### src/rtl/hdlc_tx_pkg.sv
package hdlc_tx_pkg;

  typedef enum logic [1:0] {
    ST_FLAG = 2'd0,
    ST_DATA = 2'd1,
    ST_FCS  = 2'd2,
    ST_TAIL = 2'd3
  } tx_state_e;

  localparam logic [7:0]  FLAG_OCTET   = 8'h7E;
  localparam int          SPC_W        = 5;
  localparam int          GAP_W        = SPC_W + 1;
  localparam int          STUFF_RUN    = 5;
  localparam logic [31:0] CRC16_REFL   = 32'h0000_8408;
  localparam logic [31:0] CRC32_REFL   = 32'hEDB8_8320;

  // Minimum flag count between frames for a spacing setting.
  function automatic logic [GAP_W-1:0] flags_for_setting(input logic [SPC_W-1:0] n);
    if (n == '0) return GAP_W'(1);
    return {n, 1'b0};
  endfunction

endpackage

### src/rtl/hdlc_crc_serial.sv
module hdlc_crc_serial #(
  parameter int               WIDTH    = 16,
  parameter logic [WIDTH-1:0] POLY_REF = '0
) (
  input  logic clk,
  input  logic rst_n,
  input  logic en_init,
  input  logic en_update,
  input  logic en_shift,
  input  logic din,
  output logic fcs_bit
);

  logic [WIDTH-1:0] crc_q, crc_d;

  always_comb begin
    crc_d = crc_q;
    if (en_init) begin
      crc_d = '1;
    end else if (en_update) begin
      crc_d = (crc_q >> 1) ^ ((crc_q[0] ^ din) ? POLY_REF : '0);
    end else if (en_shift) begin
      crc_d = {1'b1, crc_q[WIDTH-1:1]};
    end
  end

  always_ff @(posedge clk or negedge rst_n) begin
    if (!rst_n) crc_q <= '1;
    else        crc_q <= crc_d;
  end

  assign fcs_bit = ~crc_q[0];

endmodule

### src/rtl/hdlc_stuff_track.sv
module hdlc_stuff_track #(
  parameter int RUN = 5
) (
  input  logic clk,
  input  logic rst_n,
  input  logic step,
  input  logic body,
  input  logic bit_val,
  output logic due
);

  localparam int CNT_W = $clog2(RUN + 1);

  logic [CNT_W-1:0] ones_q, ones_d;

  always_comb begin
    ones_d = ones_q;
    if (step) begin
      if (!body || !bit_val)        ones_d = '0;
      else if (ones_q != CNT_W'(RUN)) ones_d = ones_q + 1'b1;
    end
  end

  always_ff @(posedge clk or negedge rst_n) begin
    if (!rst_n) ones_q <= '0;
    else        ones_q <= ones_d;
  end

  assign due = (ones_q == CNT_W'(RUN));

endmodule

### src/rtl/hdlc_tx_ctrl.sv
module hdlc_tx_ctrl
  import hdlc_tx_pkg::*;
#(
  parameter int DATA_W = 8
) (
  input  logic              clk,
  input  logic              rst_n,
  input  logic              bit_en,
  input  logic              fcs32_sel,
  input  logic [SPC_W-1:0]  spacing,
  input  logic [DATA_W-1:0] in_data,
  input  logic              in_valid,
  input  logic              in_last,
  input  logic              stuff_due,
  input  logic              fcs_bit,
  output logic              in_ready,
  output logic              crc_init,
  output logic              crc_update,
  output logic              crc_shift,
  output logic              crc_din,
  output logic              fcs_long,
  output logic              body_bit,
  output logic              line_bit,
  output logic              tx_bit,
  output logic              underrun
);

  localparam int IDX_W = (DATA_W > 1) ? $clog2(DATA_W) : 1;

  tx_state_e         state_q, state_d;
  logic [2:0]        fidx_q, fidx_d;
  logic [IDX_W-1:0]  bidx_q, bidx_d, cur_idx;
  logic              need_q, need_d;
  logic              last_q, last_d;
  logic [DATA_W-1:0] shreg_q, shreg_d;
  logic [4:0]        fcnt_q, fcnt_d;
  logic [GAP_W-1:0]  gap_q, gap_d, gap_new;
  logic [GAP_W-1:0]  req_q, req_d;
  logic              long_q, long_d;
  logic              txb_q, txb_d;
  logic              urun_q, urun_d;
  logic              do_fcs, do_flag, data_bit;

  always_comb begin
    state_d = state_q;  fidx_d = fidx_q;  bidx_d = bidx_q;  need_d = need_q;
    last_d  = last_q;   shreg_d = shreg_q; fcnt_d = fcnt_q; gap_d = gap_q;
    req_d   = req_q;    long_d = long_q;  txb_d = txb_q;   urun_d = 1'b0;
    in_ready = 1'b0; crc_init = 1'b0; crc_update = 1'b0; crc_shift = 1'b0;
    crc_din = 1'b0;  body_bit = 1'b0; line_bit = txb_q;
    do_fcs = 1'b0;   do_flag = 1'b0;  data_bit = 1'b0;  gap_new = gap_q;
    cur_idx = need_q ? '0 : bidx_q;

    if (bit_en) begin
      case (state_q)
        ST_DATA: begin
          if (stuff_due) begin
            line_bit = 1'b0;
            body_bit = 1'b1;
          end else if (need_q && !in_valid) begin
            urun_d = 1'b1;
            do_fcs = 1'b1;
          end else begin
            body_bit = 1'b1;
            if (need_q) begin
              in_ready = 1'b1;
              shreg_d  = in_data;
              last_d   = in_last;
              data_bit = in_data[0];
            end else begin
              data_bit = shreg_q[bidx_q];
            end
            line_bit   = data_bit;
            crc_update = 1'b1;
            crc_din    = data_bit;
            need_d     = 1'b0;
            bidx_d     = cur_idx + 1'b1;
            if (cur_idx == IDX_W'(DATA_W - 1)) begin
              bidx_d = '0;
              if (need_q ? in_last : last_q) state_d = ST_FCS;
              else                           need_d  = 1'b1;
            end
          end
        end
        ST_FCS: begin
          if (stuff_due) begin
            line_bit = 1'b0;
            body_bit = 1'b1;
          end else begin
            do_fcs = 1'b1;
          end
        end
        ST_TAIL: begin
          if (stuff_due) begin
            line_bit = 1'b0;
            body_bit = 1'b1;
          end else begin
            do_flag = 1'b1;
          end
        end
        default: do_flag = 1'b1;
      endcase

      if (do_fcs) begin
        line_bit  = fcs_bit;
        body_bit  = 1'b1;
        crc_shift = 1'b1;
        state_d   = ST_FCS;
        fcnt_d    = fcnt_q + 1'b1;
        if (fcnt_q == (long_q ? 5'd31 : 5'd15)) begin
          state_d = ST_TAIL;
          gap_d   = '0;
          req_d   = flags_for_setting(spacing);
        end
      end

      if (do_flag) begin
        line_bit = FLAG_OCTET[fidx_q];
        fidx_d   = fidx_q + 1'b1;
        state_d  = ST_FLAG;
        if (fidx_q == 3'd7) begin
          gap_new = (gap_q == '1) ? gap_q : gap_q + 1'b1;
          gap_d   = gap_new;
          if (gap_new >= req_q && in_valid) begin
            state_d  = ST_DATA;
            need_d   = 1'b1;
            bidx_d   = '0;
            fcnt_d   = '0;
            long_d   = fcs32_sel;
            crc_init = 1'b1;
          end
        end
      end

      txb_d = line_bit;
    end
  end

  always_ff @(posedge clk or negedge rst_n) begin
    if (!rst_n) begin
      state_q <= ST_FLAG;  fidx_q <= '0;  bidx_q <= '0;  need_q <= 1'b0;
      last_q  <= 1'b0;     shreg_q <= '0; fcnt_q <= '0;  gap_q <= '0;
      req_q   <= GAP_W'(1); long_q <= 1'b0; txb_q <= 1'b1; urun_q <= 1'b0;
    end else begin
      state_q <= state_d;  fidx_q <= fidx_d;  bidx_q <= bidx_d;  need_q <= need_d;
      last_q  <= last_d;   shreg_q <= shreg_d; fcnt_q <= fcnt_d; gap_q <= gap_d;
      req_q   <= req_d;    long_q <= long_d;  txb_q <= txb_d;   urun_q <= urun_d;
    end
  end

  assign fcs_long = long_q;
  assign tx_bit   = txb_q;
  assign underrun = urun_q;

endmodule

### src/rtl/hdlc_tx_framer.sv
module hdlc_tx_framer
  import hdlc_tx_pkg::*;
#(
  parameter int DATA_W = 8
) (
  input  logic              clk,
  input  logic              rst_n,
  input  logic              bit_en,
  input  logic              fcs32_sel,
  input  logic [SPC_W-1:0]  spacing,
  input  logic [DATA_W-1:0] in_data,
  input  logic              in_valid,
  input  logic              in_last,
  output logic              in_ready,
  output logic              tx_bit,
  output logic              underrun
);

  logic [1:0] rst_sync_q;
  logic       rst_sync_n;

  always_ff @(posedge clk or negedge rst_n) begin
    if (!rst_n) rst_sync_q <= 2'b00;
    else        rst_sync_q <= {rst_sync_q[0], 1'b1};
  end
  assign rst_sync_n = rst_sync_q[1];

  logic       crc_init, crc_update, crc_shift, crc_din, fcs_long;
  logic       body_bit, line_bit, stuff_due;
  logic [1:0] fcs_bits;

  // Index 0: 16-bit check sequence, index 1: 32-bit check sequence.
  for (genvar g = 0; g < 2; g++) begin : g_crc
    localparam int          CW = (g == 0) ? 16 : 32;
    localparam logic [31:0] CP = (g == 0) ? CRC16_REFL : CRC32_REFL;
    hdlc_crc_serial #(.WIDTH(CW), .POLY_REF(CP[CW-1:0])) u_crc (
      .clk       (clk),
      .rst_n     (rst_sync_n),
      .en_init   (crc_init),
      .en_update (crc_update),
      .en_shift  (crc_shift),
      .din       (crc_din),
      .fcs_bit   (fcs_bits[g])
    );
  end

  hdlc_stuff_track #(.RUN(STUFF_RUN)) u_stuff (
    .clk     (clk),
    .rst_n   (rst_sync_n),
    .step    (bit_en),
    .body    (body_bit),
    .bit_val (line_bit),
    .due     (stuff_due)
  );

  hdlc_tx_ctrl #(.DATA_W(DATA_W)) u_ctrl (
    .clk        (clk),
    .rst_n      (rst_sync_n),
    .bit_en     (bit_en),
    .fcs32_sel  (fcs32_sel),
    .spacing    (spacing),
    .in_data    (in_data),
    .in_valid   (in_valid),
    .in_last    (in_last),
    .stuff_due  (stuff_due),
    .fcs_bit    (fcs_long ? fcs_bits[1] : fcs_bits[0]),
    .in_ready   (in_ready),
    .crc_init   (crc_init),
    .crc_update (crc_update),
    .crc_shift  (crc_shift),
    .crc_din    (crc_din),
    .fcs_long   (fcs_long),
    .body_bit   (body_bit),
    .line_bit   (line_bit),
    .tx_bit     (tx_bit),
    .underrun   (underrun)
  );

endmodule

### config.mk
export PLATFORM = sky130hd
export DESIGN_NAME = hdlc_tx_framer
export DESIGN_NICKNAME = d
export VERILOG_FILES = /design/src/rtl/hdlc_tx_pkg.sv /design/src/rtl/hdlc_crc_serial.sv /design/src/rtl/hdlc_stuff_track.sv /design/src/rtl/hdlc_tx_ctrl.sv /design/src/rtl/hdlc_tx_framer.sv
export SDC_FILE = /design/constraint.sdc
export NUM_CORES = 1
export LEC_CHECK = 0
export BUFFER_PORTS_ARGS = -buffer_cell sky130_fd_sc_hd__buf_2
export CAP_MARGIN = 20
export CORE_AREA = 2 2 116 118
export CTS_CLUSTER_SIZE = 25
export DETAILED_ROUTE_END_ITERATION = 8
export DIE_AREA = 0 0 118 120
export GPL_ROUTABILITY_DRIVEN = 0
export SLEW_MARGIN = 15
export SYNTH_ARGS = -nofsm -noshare
export SYNTH_HDL_FRONTEND = slang
export SYNTH_SLANG_ARGS = --single-unit
### constraint.sdc
create_clock -name clk -period 4.3 [get_ports clk]
set_input_delay 0.86 -clock clk [delete_from_list [all_inputs] [get_ports clk]]
set_output_delay 0.86 -clock clk [all_outputs]
set_load 0.02 [all_outputs]
; ---- Word-level counts from Yosys, hierarchy flattened
; Memory sizes are Yosys's and may differ from the RTL's.
; Index checks and enable logic that the tools add are counted.
[totals]
in_bits = 19
romBits = 8
elab_cells = 163
register_bits = 91
memories = 1
[op_classes]
mux = 98
reduce_logical = 21
add_sub_neg = 5
order_cmp = 3
n_bitwise = 8
eq_ne = 11
[mem_list]
columns = memory, depth, width, rd, rd_clocked_by_memory_dff, write_ports, line
row1 = (no name shown), 8, 1, 1, 0, 0, hdlc_tx_ctrl.sv:117  ; line_bit = FLAG_OCTET[fidx_q];
[op_table]
columns = op, n
row1 = two-way mux 32 bit, 4
row2 = two-way mux 16 bit, 4
row3 = two-way mux 1 bit, 55
row4 = two-way mux 6 bit, 7
row5 = bitwise XOR 31 x 32 -> 32 bit, 1
row6 = two-way mux 3 bit, 10
row7 = two-way mux 5 bit, 5
row8 = two-way mux 2 bit, 8
row9 = bitwise XOR 15 x 16 -> 16 bit, 1
row10 = nonzero test 3 bit, 4
row11 = adder 3 x 1 -> 3 bit (second input constant), 3
row12 = equality test 3 bit (second input constant), 3
row13 = less-than comparator 3 x 4 -> 1 bit (second input constant), 2
row14 = one-hot mux 1 bit (2 select lines), 4
row15 = AND reduction 4 bit, 2
row16 = adder 6 x 1 -> 6 bit (second input constant), 1
row17 = equality test 6 bit (second input constant), 1
row18 = >= comparator 6 bit, 1
row19 = != test 3 bit (second input constant), 2
row20 = AND reduction 6 bit, 1
row21 = adder 5 x 1 -> 5 bit (second input constant), 1
row22 = equality test 5 bit, 1
row23 = logical NOT 5 bit, 1
row24 = AND reduction 5 bit, 1
row25 = other kinds (13), 23

; ---- Logic depth before layout (Yosys ltp)
[logic_depth]
ltp_word = 13
mapped_depth = 13
depth_no_buf = 12

; ---- Cells and area by module
; Synthesis repeated with hierarchy kept, for this count alone.
[unflattened]
cells_unflattened = 445
hier_area_um2 = 4921.0
[modules_own_cells]
columns = mod, n_inst, cells_per_inst, area_per_inst_um2
row1 = hdlc_tx_ctrl, 1, 237, 2327.2
row2 = hdlc_crc_serial (g_crc[1].u_crc), 1, 112, 1527.7
row3 = hdlc_crc_serial (g_crc[0].u_crc), 1, 75, 828.3
row4 = hdlc_stuff_track, 1, 17, 168.9
row5 = hdlc_tx_framer, 1, 4, 68.8

; ---- Least setup slack after synthesis
; Ideal clock, no wire load.
[synth_path]
path_kind = register -> register
from = register u_ctrl.gap_q[0]
to = register u_ctrl.bidx_q[1]
path_buffers = 0
arrival_time_ps = 2723
path_stages_with_launch = 11
setup_ps = 65
slack_ps = 1512
synth_period_minus_slack_ps = 2788
required_ps = 4235
path_cell_list = dfrtp_1 > ha_1 > and3_1 > nand3_1 > mux2_2 > ha_1 > a2111oi_0 > o32ai_1 > and3_1 > nor3_2 > a22o_1
[synth_via]
elab_chain_cells = 7
elab_cells_between_ends = 8
classes_between = add/sub (1) / order compare (1) / eq/ne (1) / mux (4) / reduce/logical (1)
[synth_lines]
columns = element, line
row1 = start: declaration, hdlc_tx_ctrl.sv:37  ; logic [GAP_W-1:0] gap_q, gap_d, gap_new;
row2 = start signal: assignment, hdlc_tx_ctrl.sv:145  ; last_q <= last_d; shreg_q <= shreg_d; fcnt_q <= fcnt_d; gap_q <= gap_d;
row3 = adder 6 x 1 -> 6 bit or equality test 6 bit (tied branches), hdlc_tx_ctrl.sv:121  ; gap_new = (gap_q == '1) ? gap_q : gap_q + 1'b1;
row4 = two-way mux 6 bit (*), hdlc_tx_ctrl.sv:121
row5 = >= comparator 6 bit (*), hdlc_tx_ctrl.sv:123  ; if (gap_new >= req_q && in_valid) begin
row6 = logical AND 1 bit (*), hdlc_tx_ctrl.sv:123
row7 = two-way mux 3 bit (*), hdlc_tx_ctrl.sv:123
row8 = two-way mux 3 bit (*), hdlc_tx_ctrl.sv:120  ; if (fidx_q == 3'd7) begin
row9 = two-way mux 3 bit (*), hdlc_tx_ctrl.sv:116  ; if (do_flag) begin
row10 = end signal: assignment, hdlc_tx_ctrl.sv:144  ; state_q <= state_d; fidx_q <= fidx_d; bidx_q <= bidx_d; need_q <= need_d;
row11 = end: declaration, hdlc_tx_ctrl.sv:32  ; logic [IDX_W-1:0] bidx_q, bidx_d, cur_idx;
; Mark *: on every way between the ends. The rest lies on a longest branch, timed or not.
; A chain may end at the register's enable or synchronous reset.

; ---- Final worst setup path
; Ends and elaborated chain as after synthesis.

==> results.tsv <==
stage	metric	value	unit
synth	prevailing post-synth register cell	dfstp_2	
layout	most frequent cells in the layout	nand2_1, dfstp_2, nand3_1	
floorplanning	Die ar.	0.0142	mm^2
sta	Max Freq	319	MHz
synth	yosys synthesis warning count	0	
clocking	clk root buf	clkbuf_16	
layout	Layout Area Growth over Synthesis	12.1	%
layout	most common cell after layout, fill and taps aside	nand2_1	
critical_path	worst reg2reg path endpoint	u_ctrl.bidx_q[1]$_DFFE_PN0P_	
layout	ant diodes	0	
sta	crit share post-route	0.729	
routing	ANT nets after route	0	
critical_path	CP Data Required Time	4580	ps
sta	RSZ-0062 raised after global routing	no	
critical_path	CP endpoint kind	register	
grt	GR Util All Layers	0.132	
floorplanning	io pins	22	
routing	First DRT Iteration DRCs	185	
sta	setup_tns	0	ps
grt	vias in the first global route	3197	
sta	Tmin final	3140	ps
critical_path	RR Startpoint	u_ctrl.gap_q[0]$_DFFE_PN0P_	
sta	slew of the pin with the lowest slew margin	818	ps
layout	FILL cells	1271	
sta	Final Hold Viols	0	
layout	net total in the final layout	511	
clocking	CTS H-Tree Depth	3	
layout	layout cells sized above 1	0.268	
critical_path	flop2flop setup slack	1160	ps
synth	Yosys cell types	60	
synth	Post-synth EDFFs	0	
synth	synthesized flop and latch total	91	
grt	largest net degree at the start of global routing	65	
layout	Final Core Density	0.401	
synth	Syn Inst Count	459	
floorplanning	Die W	118	um
floorplanning	core area	0.0130	mm^2
critical_path	R2R depth	11	
routing	post-route DRC violation count	0	
clocking	# resized after CTS	0	
synth	syn_area_per_cell	10.1	um^2
routing	TritonRoute pass-1 iters	5	
sta	fin. max-slew vios	0	
synth	sequential fraction of the synthesis area	0.504	
clocking	clk sink count	91	
synth	Post-synth ARST share	1.00	
clocking	CTS Buf Count	9	
critical_path	Worst Path Arrival	3420	ps
min_path	HP Class	in2async	
critical_path	Setup CP Type	reg2reg	
clocking	Post-CTS Hold Buffers	0	
critical_path	critical path peak fanout	5	
routing	routed vias	3318	
clocking	Longest Clk Path Bufs	2	
synth	Synthesized Nets	497	
placed_design	port buffer count	21	
synth	Mapped Area	0.00465	mm^2
critical_path	CP Launch Type	register	
clocking	clock latency on the worst-skew pair	350	ps
sta	Final Skew	12.4	ps
routing	routed wire length	9.01	mm
clocking	clock-pin slew on the worst setup and hold paths	70	ps
floorplanning	Die Y	120	um
clocking	CTS tree	yes	
sta	Slew Limit Headroom	0.454	
power	power per cell area	592	mW/mm^2
job	max_cap viols	0	
grt	initial antenna violation count	0	
grt	first-pass GRT wire length	15.3	mm
routing	DR vias/cell	5.07	
status	status	complete, no violations	
power	maximum VDD drop	237	uV
placed_design	hpwl dp	6.00	mm
floorplanning	Initial Utilization	0.358	
floorplanning	Site Rows	42	
grt	total global routing overflow	0	
power	Lkg Pwr	2.42	nW
routing	WL/cell	13.8	um
clocking	Post-CTS Setup Inserts	0	
sta	final setup fails	0	
## sequential cells by signal, summed over array words and instances (netlist names)
signal	cells
u_ctrl.fidx_q	3
g_crc.u_crc.crc_q	48
u_ctrl.last_q	1
u_stuff.ones_q	3
u_ctrl.need_q	1
rst_sync_q	2
u_ctrl.tx_bit	1
u_ctrl.gap_q	6
u_ctrl.fcs_long	1
u_ctrl.shreg_q	8
u_ctrl.state_q	2
u_ctrl.bidx_q	3
u_ctrl.req_q	6
u_ctrl.underrun	1
u_ctrl.fcnt_q	5
## cell families after synthesis
logic type / after synthesis / share of synthesized area
other: 1 / 0.000807
multiplexers: 36 / 0.0867
XOR/XNOR: 10 / 0.0188
adder cells (fa/ha/maj): 19 / 0.0512
flip-flops: 91 / 0.503
AO/OA/AOI/OAI: 74 / 0.114
AND/OR/NAND/NOR: 187 / 0.186
buffers and inverters: 41 / 0.0385
## per-layer routing
layer,global-route usage,vias to the layer above,share of wire
met2,0.203,56,0.46
met4,0.0640,0,0.025
met5,0,-,0
met3,0.0238,16,0.033
met1,0.181,1623,0.49
li1,-,1623,-
## Yosys cell counts (6+ instances only)
cell type	instances	area share
inv_1	20	0.016
o21ai_1	10	0.011
nand2_1	74	0.060
ha_1	19	0.051
nor2b_1	8	0.011
dfrtp_1	41	0.22
o21ai_0	13	0.014
and3_1	7	0.0094
a21oi_1	6	0.0065
nand3_1	46	0.050
xor2_1	6	0.011
nor2_1	31	0.025
mux2_2	21	0.051
mux2i_1	13	0.028
buf_2	8	0.0086
dfstp_2	50	0.28
clkbuf_1	10	0.0081
## worst max-delay path: stages, from the launching register on
cell and delay [ps]:
dfrtp_1 410, ha_1 200, and3_1 240, nand3_1 220
xnor2_1 250, ha_1 260, nand2b_1 150, a2111oi_0 390
o32ai_1 180, and3_1 270, nor3_2 310, a22o_1 200
## where the power goes
part | switching [W] | leakage [nW] | internal (W)
Sequential | 0.000234 | 1.07 | 0.00131
Combinational | 0.000369 | 1.20 | 0.000361
Clock | 0.000370 | 0.155 | 0.000444
Total | 0.000973 | 2.42 | 0.00211
## worst max path at each step
stage / startpoint / to / slack (ps) / cells after the start
after global routing: u_ctrl.gap_q[0]$_DFFE_PN0P_ / u_ctrl.bidx_q[1]$_DFFE_PN0P_ / 850 / 11
after CTS: u_ctrl.gap_q[0]$_DFFE_PN0P_ / u_ctrl.bidx_q[1]$_DFFE_PN0P_ / 1130 / 11
after detailed placement: u_ctrl.gap_q[0]$_DFFE_PN0P_ / u_ctrl.bidx_q[1]$_DFFE_PN0P_ / 1170 / 11
after global placement: u_ctrl.gap_q[0]$_DFFE_PN0P_ / u_ctrl.bidx_q[1]$_DFFE_PN0P_ / 1170 / 10
final: u_ctrl.gap_q[0]$_DFFE_PN0P_ / u_ctrl.bidx_q[1]$_DFFE_PN0P_ / 1160 / 11
after floorplan: u_ctrl.gap_q[0]$_DFFE_PN0P_ / u_ctrl.bidx_q[1]$_DFFE_PN0P_ / 1510 / 10
## stage by stage
| stage | hold slack, ps | cells | setup WS, ps | total power [W] | instance area, um^2 |
|---|---|---|---|---|---|
| 2_1_floorplan | 331 | 459 | 1510 | 0.00211 | 4650 |
| 3_3_place_gp | 337 | 638 | 1170 | 0.00226 | 4890 |
| 3_5_place_dp | 345 | 638 | 1170 | 0.00229 | 4890 |
| 4_1_cts | 271 | 654 | 1130 | 0.00312 | 5210 |
| 5_1_grt | 268 | 654 | 845 | 0.00330 | 5210 |
| 6_report | 282 | 654 | 1160 | 0.00308 | 5210 |
## final cells by class
| class | count | area [um^2] | share of cell area |
|---|---|---|---|
| Clock buffer | 10 | 250 | 0.0481 |
| Clock inverter | 6 | 62.6 | 0.0120 |
| Inverter | 20 | 75.1 | 0.0144 |
| Multi-Input combinational cell | 327 | 2130 | 0.409 |
| Sequential cell | 91 | 2340 | 0.450 |
| Tap cell | 176 | 220 | 0.0423 |
| Timing Repair Buffer | 24 | 128 | 0.0245 |
No activity file was read; power rests on OpenSTA's default activity.
